### src/rtl/pfc_pkg.sv
package pfc_pkg;

  // Controller states
  typedef enum logic [1:0] {
    ST_IDLE   = 2'd0,   // no full-duplex frame pending, no timer running
    ST_WAIT   = 2'd1,   // pause frame requested, waiting for completion
    ST_TIMING = 2'd2    // counting slots towards the next automatic resend
  } pfc_state_e;

  localparam int THR_W = 9;

  // Slot-time distance before expiry at which the next pause is sent
  function automatic logic [THR_W-1:0] thr_slots(input logic [1:0] code);
    logic [THR_W-1:0] r;
    case (code)
      2'd0:    r = THR_W'(4);
      2'd1:    r = THR_W'(28);
      2'd2:    r = THR_W'(144);
      default: r = THR_W'(256);
    endcase
    return r;
  endfunction

endpackage

### src/rtl/pfc_cfg_regs.sv
module pfc_cfg_regs #(
  parameter int PT_W = 16
) (
  input  logic            clk,
  input  logic            rst,
  input  logic            wr,
  input  logic            wr_en,
  input  logic            wr_fd,
  input  logic [1:0]      wr_code,
  input  logic [PT_W-1:0] wr_ptime,
  input  logic            busy,
  output logic            en_q,
  output logic            fd_q,
  output logic [1:0]      code_q,
  output logic [PT_W-1:0] ptime_q,
  output logic            err_q,
  output logic            bp_stop
);
  import pfc_pkg::*;

  localparam int CW = ((PT_W > THR_W) ? PT_W : THR_W) + 1;

  logic          accept;
  logic [CW-1:0] pt_x;
  logic [CW-1:0] thr_x;
  logic          wr_bad;

  // Writes are taken only while no frame or back-pressure is in progress
  assign accept  = wr && !busy;
  // Disabling flow control during back-pressure is still honoured
  assign bp_stop = wr && busy && !fd_q && !wr_en;

  assign pt_x   = CW'(wr_ptime);
  assign thr_x  = CW'(thr_slots(wr_code));
  assign wr_bad = (pt_x <= thr_x);   // threshold must be below the pause time

  always_ff @(posedge clk) begin
    if (rst) begin
      en_q    <= 1'b0;
      fd_q    <= 1'b0;
      code_q  <= 2'd0;
      ptime_q <= '0;
      err_q   <= 1'b0;
    end else if (accept) begin
      en_q    <= wr_en;
      fd_q    <= wr_fd;
      code_q  <= wr_code;
      ptime_q <= wr_ptime;
      err_q   <= wr_bad;
    end else if (bp_stop) begin
      en_q    <= 1'b0;
    end
  end

endmodule

### src/rtl/pfc_slot_timer.sv
module pfc_slot_timer #(
  parameter int BITS_PER_SLOT = 512,
  parameter int CNT_W         = 16
) (
  input  logic             clk,
  input  logic             rst,
  input  logic             clr,
  input  logic             run,
  input  logic             bit_tick,
  output logic [CNT_W-1:0] slots
);
  localparam int PRESC_W = (BITS_PER_SLOT > 1) ? $clog2(BITS_PER_SLOT) : 1;
  localparam logic [PRESC_W-1:0] PRESC_LAST = PRESC_W'(BITS_PER_SLOT - 1);
  localparam logic [CNT_W-1:0]   CNT_MAX    = {CNT_W{1'b1}};

  logic slot_tick;

  generate
    if (BITS_PER_SLOT > 1) begin : g_presc
      logic [PRESC_W-1:0] presc;
      always_ff @(posedge clk) begin
        if (rst || clr) begin
          presc <= '0;
        end else if (run && bit_tick) begin
          if (presc == PRESC_LAST) presc <= '0;
          else                     presc <= presc + 1'b1;
        end
      end
      assign slot_tick = run && bit_tick && (presc == PRESC_LAST);
    end else begin : g_direct
      assign slot_tick = run && bit_tick;
    end
  endgenerate

  // Slot counter, saturating at its top value
  always_ff @(posedge clk) begin
    if (rst || clr) begin
      slots <= '0;
    end else if (slot_tick && (slots != CNT_MAX)) begin
      slots <= slots + 1'b1;
    end
  end

endmodule

### src/rtl/pfc_tx_ctrl.sv
module pfc_tx_ctrl #(
  parameter int PT_W = 16
) (
  input  logic            clk,
  input  logic            rst,
  input  logic            en,
  input  logic            fd,
  input  logic [1:0]      code,
  input  logic [PT_W-1:0] ptime,
  input  logic            err,
  input  logic            bp_stop,
  input  logic            ctl_set,
  input  logic            ctl_clr,
  input  logic            hold,
  input  logic            done,
  input  logic            frame_start,
  input  logic [PT_W-1:0] slots,
  output logic            tmr_clr,
  output logic            tmr_run,
  output logic            busy,
  output logic            bp,
  output logic            req,
  output logic            jam,
  output logic [PT_W-1:0] pq
);
  import pfc_pkg::*;

  localparam int CW = ((PT_W > THR_W) ? PT_W : THR_W) + 1;

  pfc_state_e    state;
  logic [CW-1:0] target;
  logic          reached;
  logic          keep_timing;

  // Resend point: pause time minus selected threshold
  assign target      = CW'(ptime) - CW'(thr_slots(code));
  assign reached     = (CW'(slots) >= target);
  assign keep_timing = hold && en && fd && !err;

  assign tmr_run = (state == ST_TIMING);
  assign tmr_clr = (state == ST_WAIT) && done && hold && !err;

  always_ff @(posedge clk) begin
    if (rst) begin
      state <= ST_IDLE;
      busy  <= 1'b0;
      bp    <= 1'b0;
      req   <= 1'b0;
      jam   <= 1'b0;
      pq    <= '0;
    end else begin
      req <= 1'b0;
      jam <= 1'b0;
      if (bp && frame_start) jam <= 1'b1;

      if (state == ST_WAIT) begin
        if (done) begin
          busy  <= 1'b0;
          state <= (hold && !err) ? ST_TIMING : ST_IDLE;
        end
      end else if (busy) begin                       // half-duplex back-pressure
        if (ctl_clr || bp_stop) begin
          busy <= 1'b0;
          bp   <= 1'b0;
        end
      end else if (ctl_set && en) begin
        busy <= 1'b1;
        if (fd) begin
          req   <= 1'b1;
          pq    <= ptime;
          state <= ST_WAIT;
        end else begin
          bp    <= 1'b1;
          state <= ST_IDLE;
        end
      end else if (state == ST_TIMING) begin
        if (!keep_timing) begin
          state <= ST_IDLE;
        end else if (reached) begin
          req   <= 1'b1;
          pq    <= ptime;
          busy  <= 1'b1;
          state <= ST_WAIT;
        end
      end
    end
  end

endmodule

### src/rtl/pause_tx_flowctl.sv
module pause_tx_flowctl #(
  parameter int PT_W          = 16,
  parameter int BITS_PER_SLOT = 512
) (
  input  logic            clk,
  input  logic            rst,
  input  logic            bit_tick,
  input  logic            cfg_we,
  input  logic            cfg_fc_en,
  input  logic            cfg_full_duplex,
  input  logic [1:0]      cfg_thresh_code,
  input  logic [PT_W-1:0] cfg_pause_time,
  input  logic            ctl_set,
  input  logic            ctl_clr,
  input  logic            hold_req,
  input  logic            pause_done,
  input  logic            frame_start,
  output logic            pause_req,
  output logic [PT_W-1:0] pause_quanta,
  output logic            busy,
  output logic            backpressure,
  output logic            jam_req,
  output logic            cfg_err
);

  logic            en_q;
  logic            fd_q;
  logic [1:0]      code_q;
  logic [PT_W-1:0] ptime_q;
  logic            err_q;
  logic            bp_stop;
  logic            tmr_clr;
  logic            tmr_run;
  logic [PT_W-1:0] slots;

  pfc_cfg_regs #(.PT_W(PT_W)) u_cfg (
    .clk      (clk),
    .rst      (rst),
    .wr       (cfg_we),
    .wr_en    (cfg_fc_en),
    .wr_fd    (cfg_full_duplex),
    .wr_code  (cfg_thresh_code),
    .wr_ptime (cfg_pause_time),
    .busy     (busy),
    .en_q     (en_q),
    .fd_q     (fd_q),
    .code_q   (code_q),
    .ptime_q  (ptime_q),
    .err_q    (err_q),
    .bp_stop  (bp_stop)
  );

  pfc_slot_timer #(.BITS_PER_SLOT(BITS_PER_SLOT), .CNT_W(PT_W)) u_tmr (
    .clk      (clk),
    .rst      (rst),
    .clr      (tmr_clr),
    .run      (tmr_run),
    .bit_tick (bit_tick),
    .slots    (slots)
  );

  pfc_tx_ctrl #(.PT_W(PT_W)) u_ctrl (
    .clk         (clk),
    .rst         (rst),
    .en          (en_q),
    .fd          (fd_q),
    .code        (code_q),
    .ptime       (ptime_q),
    .err         (err_q),
    .bp_stop     (bp_stop),
    .ctl_set     (ctl_set),
    .ctl_clr     (ctl_clr),
    .hold        (hold_req),
    .done        (pause_done),
    .frame_start (frame_start),
    .slots       (slots),
    .tmr_clr     (tmr_clr),
    .tmr_run     (tmr_run),
    .busy        (busy),
    .bp          (backpressure),
    .req         (pause_req),
    .jam         (jam_req),
    .pq          (pause_quanta)
  );

  assign cfg_err = err_q;

endmodule

### config.mk
export PLATFORM = sky130hd
export DESIGN_NAME = pause_tx_flowctl
export DESIGN_NICKNAME = d
export VERILOG_FILES = /design/src/rtl/pfc_pkg.sv /design/src/rtl/pfc_cfg_regs.sv /design/src/rtl/pfc_slot_timer.sv /design/src/rtl/pfc_tx_ctrl.sv /design/src/rtl/pause_tx_flowctl.sv
export SDC_FILE = /design/constraint.sdc
export NUM_CORES = 1
export LEC_CHECK = 0
export BUFFER_PORTS_ARGS = -buffer_cell sky130_fd_sc_hd__buf_2
export CORE_ASPECT_RATIO = 1.1
export CORE_MARGIN = 8
export CORE_UTILIZATION = 47
export CTS_CLUSTER_SIZE = 20
export DETAILED_ROUTE_END_ITERATION = 12
export PLACE_DENSITY = 0.64
export SLEW_MARGIN = 40
export SYNTH_ARGS = -nofsm -noshare
export SYNTH_HDL_FRONTEND = slang
export SYNTH_SLANG_ARGS = --single-unit
### constraint.sdc
create_clock -name clk -period 4.5 [get_ports clk]
set_clock_uncertainty 0.1 [all_clocks]
set_input_delay 0.45 -clock clk [delete_from_list [all_inputs] [get_ports clk]]
set_output_delay 0.45 -clock clk [all_outputs]
set_load 0.05 [all_outputs]
# Word level (Yosys, flattened, before mapping)
# Cells that the tools add are included.
# word_totals
regBits	68
latchBits	0
ramBits	0
romBits	0
in_bits	29
output_inout_bits	21
word_cells	102
memories	0
# classes
n_addsub	3
mul	0
n_div	0
order_cmp	2
n_eq_ne	14
shift	0
mux	34
bitwise	2
reduce_logical	34
# ops
op	n
$mux 16	5
$pmux 9 s3	2
$mux 1	18
$ge 16x17->1	1
$sub 16x9->17	1
$add 16x1->16 const B	1
$le 16x9->1	1
$logic_and 1x1->1	16
$mux 2	8
$ne 16x16->1 const B	1
$reduce_bool 2->1	5
$add 9x1->9 const B	1
$eq 9x9->1 const B	1
$mux 9	1
$ne 2x2->1 const B	4
$reduce_and 4->1	2
$eq 2x1->1 const B	3
$eq 2x2->1 const B	3
$reduce_and 6->1	1
$logic_not 1->1	4
$logic_not 2->1	2
$ne 4x3->1 const B	1
$reduce_bool 3->1	1
$reduce_or 3->1	1
other kinds (3)	5

# Logic depth before layout (Yosys ltp)
# Gate-level depths: netlist of run 1.
# logic_depth
word_depth	10
ltp_mapped	20
ltp_nobuf	18

# By module
# From an unflattened synthesis of run 1, not the netlist that was laid out.
# hier_totals
hier_cells	484
hier_area_um2	4080.2
# modules_own_cells
mod	n_inst	cells_each	area_per_inst_um2	seq_area_each_um2
pfc_tx_ctrl	1	200	1742.9	440.4
pfc_slot_timer	1	159	1360.1	500.5
pfc_cfg_regs	1	125	977.2	420.4

# Least setup slack after synthesis of run 1
# OpenSTA, ideal clock, no wires.
# synth_timing
path_type	flip-flop to flip-flop
from	register u_cfg.code_q[0]
to	register u_ctrl.pq[10]
arrival_ns	3.696
required_time_ns	4.333
slack_ns	0.637
stages_incl_launch_ff	17
path_buffers	2
cell_sequence	dfxtp_1 -> ha_1 -> inv_1 -> ha_1 -> or4_4 -> or4_4 -> nand2b_1 -> xor2_1 -> ha_1 -> nand2_1 -> o221ai_1 -> a2111o_1 -> a211o_1 -> and2_4 -> buf_6 -> buf_6 -> o21ai_2
# synth_via
elab_chain_cells	6
elab_cells_between_ends	8
cone_classes	add/sub (1); order compare (1); eq/ne (2); mux (1); reduce/logical (3)
# synth_lines
element	line	text
start, declared	pfc_cfg_regs.sv:14	output logic [1:0] code_q,
start signal, assigned	pfc_cfg_regs.sv:47	code_q <= wr_code;
$eq 2x2->1, or another cell as far along	pfc_pkg.sv:15	case (code)
$pmux 9 s3 *	pfc_pkg.sv:15	
$sub 16x9->17 *	pfc_tx_ctrl.sv:36	assign target = CW'(ptime) - CW'(thr_slots(code));
$ge 16x17->1 *	pfc_tx_ctrl.sv:37	assign reached = (CW'(slots) >= target);
$reduce_bool 2->1 (no source line) *	--	
$reduce_and 6->1 (no source line) *	--	
end signal, assigned	pfc_tx_ctrl.sv:70	pq <= ptime;
end signal, assigned	pfc_tx_ctrl.sv:81	pq <= ptime;
end, declared	pfc_tx_ctrl.sv:24	output logic [PT_W-1:0] pq
# Mark *: on every way between the ends. The rest lies on a longest branch, timed or not.
# A chain may end at the register's enable or synchronous reset.

# Final worst setup path of run 1
# layout_timing
from	register u_cfg.code_q[1]
to	register u_ctrl.state[1]
# layout_via
elab_chain_cells	6
elab_cells_between_ends	8
cone_classes	add/sub (1); order compare (1); eq/ne (3); mux (1); reduce/logical (2)
# layout_lines
element	line	text
$eq 2x2->1, or another cell as far along	pfc_pkg.sv:15	
$pmux 9 s3 *	pfc_pkg.sv:15	
$sub 16x9->17 *	pfc_tx_ctrl.sv:36	
$ge 16x17->1 *	pfc_tx_ctrl.sv:37	
$ne 4x3->1 (no source line) *	--	
$reduce_and 4->1 (no source line) *	--	
end signal, assigned	pfc_tx_ctrl.sv:59	state <= (hold && !err) ? ST_TIMING : ST_IDLE;
end, declared	pfc_tx_ctrl.sv:30	pfc_state_e state;
# Marked as above.

==> impl_metrics.json, run 1 <==
{
  "arrival_ns": 4.31,
  "tightest_slew_ns": 0.807,
  "p_leak_nw": 1.90,
  "final_antenna_net_count": 0,
  "yosysSeqAreaShare_pct": 34.7,
  "finalNonFillerCells": 635,
  "required_ns": 4.65,
  "ios": 50,
  "cp-start-kind": "flip-flop",
  "antenna_found_initial": 0,
  "cts_hold_buf": 0,
  "rows": 35,
  "period_needed_ns": 4.16,
  "fillers": 842,
  "clk_path_buf_depth": 2,
  "hold_path_class": "in2reg",
  "synthArstFlopShare_pct": 0,
  "syn_nets": 543,
  "synth_ff_type": "dfxtp_1",
  "cts_setup_buffers": 0,
  "max_slew_margin_pct": 46.2,
  "clk_latency_ns": 0.34,
  "synth_edf_count": 0,
  "drv_cap": 0,
  "register_area_mm2": 0.00136,
  "vias": 3371,
  "drc": 0,
  "netlist.area_leader.share_pct": 34.7,
  "die_area_mm2": 0.0115,
  "fmax_mhz": 241,
  "cp_slowest_cell": "a2111o_1",
  "port_buffers": 49,
  "dr.pass1.iters": 4,
  "cts_inserted_buffers": 9,
  "yosys-top-cells-area": "dfxtp_1, ha_1, nand2_1",
  "die_y_um": 112,
  "r2r_cells": 17,
  "dp_cells": 619,
  "clkTransAtPathRegs_ns": 0.08,
  "critPathKind": "reg2reg",
  "gp_congestion": 0.856,
  "drive_gt1_share_pct": 17.2,
  "crit_path_frequent_cell": "ha_1",
  "fin_setup_tns_ns": 0,
  "antenna_cells": 0,
  "grt.overflow.total": 0,
  "power_density_mw_per_mm2": 315,
  "post-place-ws_ns": 0.110,
  "vias_per_cell": 5.31,
  "fin_nets": 587,
  "cp_cell_sequence": "inv_1, ha_1, inv_1, ha_1, nor2b_1, o21ai_0, a31oi_1, o21ai_1, nand2b_1, xor2_1, ha_1, nand2_1, o221ai_1, a2111o_1, a2111oi_2, o21ai_0, a211oi_1",
  "htreeDepth": 3,
  "crit_fanout": 4,
  "yosysTopAreaCell": "dfxtp_1",
  "start_util_pct": 47.6,
  "syn_area_per_cell_um2": 8.25,
  "hold_slack_ns": 0.251,
  "grt_usage_pct": 17.6,
  "critical_path.max_stage_delay_ns": 0.49,
  "die_w_um": 103,
  "cts_tree": "built",
  "netlist_area_mm2": 0.00392,
  "period_share_pct": 92.3,
  "drt_iter0_drc": 116,
  "setup_slack_ns": 0.345,
  "syn_inst": 475,
  "yosysWarningCount": 0,
  "status": "complete, no violations",
  "hold_depth": 2,
  "grt_pass1_vias": 3481,
  "post_drt_wl_per_cell_um": 15.2,
  "cts.sinks": 68,
  "area_growth_syn_to_layout_pct": 14.0,
  "finalSetupViolCount": 0,
  "cts_resized": 0,
  "synth.distinct_cells": 51,
  "yosys_register_bits": 68,
  "cp-end-kind": "flip-flop",
  "core_mm2": 0.00823,
  "fin_util_pct": 54.2,
  "slew_viol_final": 0,
  "hpwl_um": 7370,
  "root_buffer": "clkbuf_8",
  "grt_pass1_wl_um": 16400,
  "rsz0062_at_grt": "false",
  "hold_violations": 0,
  "grt_max_degree": 37,
  "irDropWorstVdd_mv": 0.211,
  "wirelength_um": 9670,
  "multiInputGateArea_mm2": 0.00239
}
worst paths after layout:
| check | from | endpoint | slack [ns] |
|---|---|---|---|
| worst max-delay path | u_cfg.code_q[1]$_SDFFE_PP0P_ | u_ctrl.state[1]$_SDFFE_PP0P_ | 0.34 |
| worst min-delay path | frame_start | u_ctrl.jam$_SDFF_PP0_ | 0.25 |
| worst max register to register | u_cfg.code_q[1]$_SDFFE_PP0P_ | u_ctrl.state[1]$_SDFFE_PP0P_ | 0.34 |
| worst min register to register | u_ctrl.pq[6]$_SDFFE_PP0P_ | u_ctrl.pq[6]$_SDFFE_PP0P_ | 0.36 |
cell families after synthesis:
kind of cell | after synthesis | share of synthesized area (%)
AND/OR/NAND/NOR | 208 | 25.8
AO/OA/AOI/OAI | 82 | 14.0
flip-flops | 68 | 34.7
buffers and inverters | 41 | 4.31
adder cells (fa/ha/maj) | 39 | 12.6
XOR/XNOR | 30 | 6.70
multiplexers | 7 | 1.79
sequential cells by signal, summed over array words and instances, names as in the netlist:
register and flops:
u_cfg.ptime_q 16, u_ctrl.pq 16, u_tmr.slots 16, u_tmr.g_presc.presc 9
u_cfg.code_q 2, u_ctrl.state 2, u_cfg.en_q 1, u_cfg.err_q 1
u_cfg.fd_q 1, u_ctrl.bp 1, u_ctrl.busy 1, u_ctrl.jam 1
u_ctrl.req 1
report_power, final:
group	total [W]	leakage, nW	switching (W)	internal [W]
Combinational	0.000215	1.24	0.000128	0.0000875
Sequential	0.000631	0.551	0.0000177	0.000613
Clock	0.000562	0.110	0.000247	0.000315
metal layers:
layer  GRT usage (%)  up-vias  share of wire [%]
met3            4.00        8                3.5
li1                -     1734                  -
met5               0        -                  0
met1            21.2     1580                 46
met2            29.7       49                 49
met4            5.51        0                1.0
worst max-delay path, delay by kind of cell, from the launching register on:
family	cells	cell delay (ns)
xor gates and xnor gates	1	0.15
adders and majority gates	3	0.70
buffers and inverters	2	0.20
AOI/OAI and AO/OA	8	2.25
DFF	1	0.38
and+or+nand+nor	3	0.30
synthesized netlist by cell type (all sizes together), types with 4 or more instances:
master,instances
nor2b,9
xnor2,13
xor2,17
ha,38
dfxtp,68
nor2,38
o21ai,22
nand2,86
or2,4
a21oi,34
nand4,20
clkbuf,15
mux2i,7
and3,9
nor3,6
a211oi,4
nand3,9
inv,22
nand2b,5
per-stage QoR:
stage                     area, um^2  total power (W)
after global routing            4470          0.00148
after detailed placement        4240         0.000858
after floorplan                 3920         0.000794
after CTS                       4460          0.00142
final                           4470          0.00141
after global placement          4240         0.000847
final cells by class:
cell class | count | share of cell area (%)
Multi-Input combinational cell | 366 | 53.6
Sequential cell | 68 | 30.5
Timing Repair Buffer | 51 | 5.83
Tap cell | 111 | 3.11
Clock buffer | 9 | 2.77
Clock inverter | 7 | 2.21
Inverter | 23 | 1.96
placed cells by master (no fill, tap or decap), drive strengths merged, types with 2 or more instances in the layout:
master,netlist,layout
nand2,86,86
dfxtp,68,68
buf,3,51
nor2,38,38
ha,38,38
a21oi,34,34
inv,22,23
o21ai,22,22
nand4,20,20
xor2,17,17
xnor2,13,13
nand3,9,9
and3,9,9
nor2b,9,9
clkbuf,15,9
mux2i,7,7
nor3,6,6
nand2b,5,5
a211oi,4,4
or2,4,4
clkinv,1,4
nand4b,3,3
or3,3,3
nor3b,3,3
o21a,3,3
nor4,3,3
a31oi,3,3
and4,3,3
o211ai,2,2
a21boi,2,2
o31a,2,2
or4,2,2
bufinv,0,2
and2,2,2
(Power assumes the default switching activity.)
==> run 2, diff against run 1 <==
CORE_UTILIZATION = 52   (was 47)
MAX_ROUTING_LAYER = met4   (was unset)
PLACE_DENSITY = 0.7   (was 0.64)
==> run 2 against run 1 <==
Sequential share of layout area is 0.17 points higher. Wire length is 4.0% lower. Count of clock-buffer cells in the layout stayed put. Clock power is 2% higher.
==> impl_metrics.json, run 2 (synthesis gave the netlist of run 1 again) <==
{
  "status": "complete, no violations",
  "cts_setup_buffers": 0,
  "ff2ff_setup_slack_ns": 0.31,
  "final_cell_mix": "nand2_1, dfxtp_1, buf_2, nor2_1, ha_1",
  "crit_path_frequent_cell": "ha_1",
  "die_w_um": 98.8,
  "vias": 3388,
  "final_antenna_net_count": 0,
  "fin_setup_tns_ns": 0,
  "root_buffer": "clkbuf_8",
  "start_util_pct": 53.0,
  "gp_congestion": 0.892,
  "drive_gt1_share_pct": 17.1,
  "slew_viol_final": 0,
  "post_drt_wl_per_cell_um": 15.2,
  "top_regs": "u_cfg.ptime_q (16), u_ctrl.pq (16), u_tmr.slots (16)",
  "fmax_mhz": 238,
  "hold_path_class": "in2reg",
  "antenna_cells": 0,
  "grt_usage_pct": 18.7,
  "clk_latency_ns": 0.35,
  "vias_per_cell": 5.54,
  "clkTransAtPathRegs_ns": 0.08,
  "drt_iter0_drc": 146,
  "wirelength_um": 9290,
  "finalInstanceArea_mm2": 0.00444,
  "hpwl_um": 7050,
  "cp-end-kind": "flip-flop",
  "clk_path_buf_depth": 2,
  "fin_nets": 588,
  "drv_cap": 0,
  "port_buffers": 49,
  "hold_slack_ns": 0.237,
  "irDropWorstVdd_mv": 0.182,
  "cts_inserted_buffers": 9,
  "die_area_mm2": 0.0106,
  "grt.overflow.total": 0,
  "rsz0062_at_grt": "false",
  "cp_cell_sequence": "ha_1, inv_1, ha_1, or4_4, or4_4, nand2b_1, xor2_1, ha_1, nand2_1, o221ai_1, a2111o_1, a2111oi_1, buf_4, o21ai_0, a211oi_1",
  "power_density_mw_per_mm2": 318,
  "period_share_pct": 93.2,
  "hold_violations": 0,
  "critical_path.max_stage_delay_ns": 0.46,
  "finalSetupViolCount": 0,
  "period_needed_ns": 4.19,
  "rows": 33,
  "cp-start-kind": "flip-flop",
  "p_leak_nw": 1.90,
  "core_mm2": 0.00739,
  "crit_fanout": 5,
  "tightest_slew_ns": 0.751,
  "cts_tree": "built",
  "antenna_found_initial": 0,
  "cts.sinks": 68,
  "grt_pass1_wl_um": 15700,
  "htreeDepth": 3,
  "arrival_ns": 4.36,
  "max_slew_margin_pct": 50.0,
  "final_common_cell": "nand2_1",
  "post-place-ws_ns": 0.254,
  "die_y_um": 107,
  "dr.pass1.iters": 4,
  "cp_slowest_cell": "or4_4",
  "area_growth_syn_to_layout_pct": 13.3,
  "critPathKind": "reg2reg",
  "ios": 50,
  "cts_hold_buf": 0,
  "drc": 0,
  "dpl_cell_area_mm2": 0.00421,
  "required_ns": 4.66,
  "grt_max_degree": 37,
  "grt_pass1_vias": 3380,
  "setup_slack_ns": 0.305
}
## run 2: cell count changes in the layout (fill, tap and decap cells not counted), sizes merged
cell      delta
buf          +1
clkinvlp     +1
inv          -1
## run 2: worst paths after layout
path | start | endpoint | cells after the start
setup / recovery | u_cfg.code_q[0]$_SDFFE_PP0P_ | u_ctrl.state[1]$_SDFFE_PP0P_ | 15
hold / removal | frame_start | u_ctrl.jam$_SDFF_PP0_ | 2
setup reg to reg | u_cfg.code_q[0]$_SDFFE_PP0P_ | u_ctrl.state[1]$_SDFFE_PP0P_ | 15
hold reg to reg | u_ctrl.pq[0]$_SDFFE_PP0P_ | u_ctrl.pq[0]$_SDFFE_PP0P_ | 2
## run 2: layout make-up
class | instances | area [um^2]
Fill cell | 682 | 2950
Multi-Input combinational cell | 366 | 2390
Sequential cell | 68 | 1360
Timing Repair Buffer | 52 | 268
Clock buffer | 9 | 124
Tap cell | 87 | 109
Clock inverter | 7 | 101
Inverter | 23 | 87.6
## run 2: where the power goes
group,switching (W),internal [W]
clock network,0.000258,0.000315
logic,0.000124,0.0000867
registers,0.0000174,0.000613
## run 2: per-layer routing
layer | track usage (%) | wire (um) | vias up
met4 | 8.34 | 218 | 0
met2 | 31.2 | 4540 | 55
met3 | 3.37 | 275 | 16
li1 | - | - | 1741
met5 | - | 0 | -
met1 | 21.4 | 4250 | 1576
## run 2: per-stage QoR
| stage | cells | total power, W | util (%) |
|---|---|---|---|
| finish | 612 | 0.00141 | 60.1 |
| global route | 612 | 0.00147 | 60.1 |
| CTS | 612 | 0.00142 | 60.1 |
| detailed placement | 596 | 0.000854 | 57.0 |
| global placement | 596 | 0.000847 | 57.0 |
| floorplan | 475 | 0.000794 | - |
## run 2: critical path: cells and delay by family, from the launching register on
| family | cells | cell delay [ns] |
|---|---|---|
| AO/OA/AOI/OAI | 5 | 1.31 |
| flip-flops | 1 | 0.43 |
| AND/OR/NAND/NOR | 4 | 1.14 |
| buffers and inverters | 2 | 0.25 |
| XOR/XNOR | 1 | 0.15 |
| adder cells (fa/ha/maj) | 3 | 0.73 |
## run 2: repair_timing
item | CTS | global route
endpoints found under the hold margin | 0 | 0
resized for setup | 0 | 3
endpoints found under the setup margin | 0 | 8
==> run 3, diff against run 2 <==
clock period = 5.1 ns   (was 4.5 ns; I/O delays follow)
==> run 3 against run 2 <==
Design area is 0.93% lower. Non-clock buffer count is 2 lower. Die area stayed put. Core utilization is 0.56 points lower. Count of clock-buffer cells in the layout stayed put. Final cell count is 0.33% lower. Critical endpoint is now u_ctrl.pq[0]$_SDFFE_PP0P_. Largest power group unchanged.
==> impl_metrics.json, run 3 (synthesis gave the netlist of run 1 again) <==
{
  "core_mm2": 0.00739,
  "hold_depth": 3,
  "fin_setup_tns_ns": 0,
  "cts_inserted_buffers": 9,
  "antenna_found_initial": 0,
  "die_w_um": 98.8,
  "tightest_slew_ns": 0.759,
  "top_usage_layer": "met2",
  "grt_use_met3_pct": 3.82,
  "cp_slowest_cell": "a21oi_1",
  "grt_util_met1_pct": 20.5,
  "grt_pass1_vias": 3425,
  "grt_max_degree": 37,
  "ios": 50,
  "top_regs": "u_cfg.ptime_q (16), u_ctrl.pq (16), u_tmr.slots (16)",
  "drive_gt1_share_pct": 16.8,
  "wirelength_um": 9240,
  "fin_nets": 586,
  "rows": 33,
  "grt_usage_pct": 18.6,
  "final_common_cell": "nand2_1",
  "port_buffers": 49,
  "vias_per_cell": 5.54,
  "grt.met2_usage_pct": 31.4,
  "area_growth_syn_to_layout_pct": 12.3,
  "cts_setup_buffers": 0,
  "irDropWorstVdd_mv": 0.139,
  "cts_tree": "built",
  "finalPower_w": 0.00119,
  "register_area_mm2": 0.00136,
  "fillers": 667,
  "period_needed_ns": 4.35,
  "slew_viol_final": 0,
  "hpwl_um": 7140,
  "period_share_pct": 85.3,
  "cp_cell_sequence": "inv_1, ha_1, nor2_1, nor2_1, ha_1, inv_1, fa_1, a21oi_1, a21oi_1, nor2_1, xnor2_1, ha_1, nand2_1, o21a_1, o21ai_0, a211o_1, and2_4, mux2i_1",
  "gp_congestion": 0.890,
  "dr.pass1.iters": 4,
  "arrival_ns": 4.52,
  "cts_hold_buf": 0,
  "die_area_mm2": 0.0106,
  "crit_fanout": 17,
  "die_y_um": 107,
  "hold_violations": 0,
  "final_cell_mix": "nand2_1, dfxtp_1, buf_2, nor2_1, ha_1",
  "status": "complete, no violations",
  "required_ns": 5.27,
  "antenna_cells": 0,
  "r2r_cells": 18,
  "clk_path_buf_depth": 2,
  "cts.sinks": 68,
  "fmax_mhz": 230,
  "critPathKind": "reg2reg",
  "final_antenna_net_count": 0,
  "multiInputGateArea_mm2": 0.00239,
  "htreeDepth": 3,
  "finalSetupViolCount": 0,
  "p_leak_nw": 1.88,
  "drv_cap": 0,
  "cp-end-kind": "flip-flop",
  "vias": 3378,
  "power_density_mw_per_mm2": 270,
  "critical_path.max_stage_delay_ns": 0.45,
  "fin_util_pct": 59.5,
  "grt_pass1_wl_um": 15700,
  "root_buffer": "clkbuf_8",
  "cts_resized": 0,
  "rsz0062_at_grt": "false",
  "clkTransAtPathRegs_ns": 0.08,
  "max_slew_margin_pct": 49.4,
  "drc": 0,
  "dp_cells": 594,
  "drt_iter0_drc": 140,
  "start_util_pct": 53.0,
  "post_drt_wl_per_cell_um": 15.1,
  "cp-start-kind": "flip-flop",
  "finalNonFillerCells": 610,
  "hold_path_class": "in2reg",
  "clk_latency_ns": 0.35,
  "grt.overflow.total": 0
}
## run 3: cell types whose count changed in the layout (fill, tap and decap cells not counted), sizes merged
cell and change:
inv +1, bufinv -1, buf -2
## run 3: critical path, delay by kind of cell (launching register included)
family,cells,cell delay (ns)
adders and majority gates,4,0.89
DFF,1,0.42
and+or+nand+nor,5,0.75
muxes,1,0.22
AOI/OAI and AO/OA,5,1.57
xor gates and xnor gates,1,0.16
buffers and inverters,2,0.16
## run 3: path summary, 6_finish.rpt
| path | start | to | slack (ns) |
|---|---|---|---|
| setup / recovery | u_cfg.code_q[0]$_SDFFE_PP0P_ | u_ctrl.pq[0]$_SDFFE_PP0P_ | 0.75 |
| setup reg to reg | u_cfg.code_q[0]$_SDFFE_PP0P_ | u_ctrl.pq[0]$_SDFFE_PP0P_ | 0.75 |
| hold / removal | cfg_full_duplex | u_cfg.fd_q$_SDFFE_PP0P_ | 0.29 |
| hold reg to reg | u_ctrl.pq[1]$_SDFFE_PP0P_ | u_ctrl.pq[1]$_SDFFE_PP0P_ | 0.36 |
## run 3: power breakdown
part / leakage, nW / switching, W / internal, W
sequential: 0.551 / 0.0000154 / 0.000541
clock: 0.0958 / 0.000218 / 0.000228
combinational: 1.23 / 0.000109 / 0.0000760
## run 3: routing by layer
metal	vias up	wire, um
met4	0	264
met3	21	290
li1	1737	-
met2	56	4480
met5	-	0
met1	1564	4200
## run 3: layout make-up
type,instances,area share [%]
multi-input combinational,366,54.3
sequential,68,30.9
timing repair buffer,50,5.75
clock buffer,9,2.82
tap,87,2.47
inverter,23,1.99
clock inverter,7,1.73
## run 3: stage by stage
step / hold slack [ns] / instance area [um^2] / worst slack, ns
5_1_grt: 0.297 / 4400 / 0.344
3_3_place_gp: 0.342 / 4200 / 0.909
3_5_place_dp: 0.347 / 4200 / 0.725
6_report: 0.294 / 4400 / 0.748
2_1_floorplan: 0.341 / 3920 / 1.24
4_1_cts: 0.290 / 4400 / 0.730
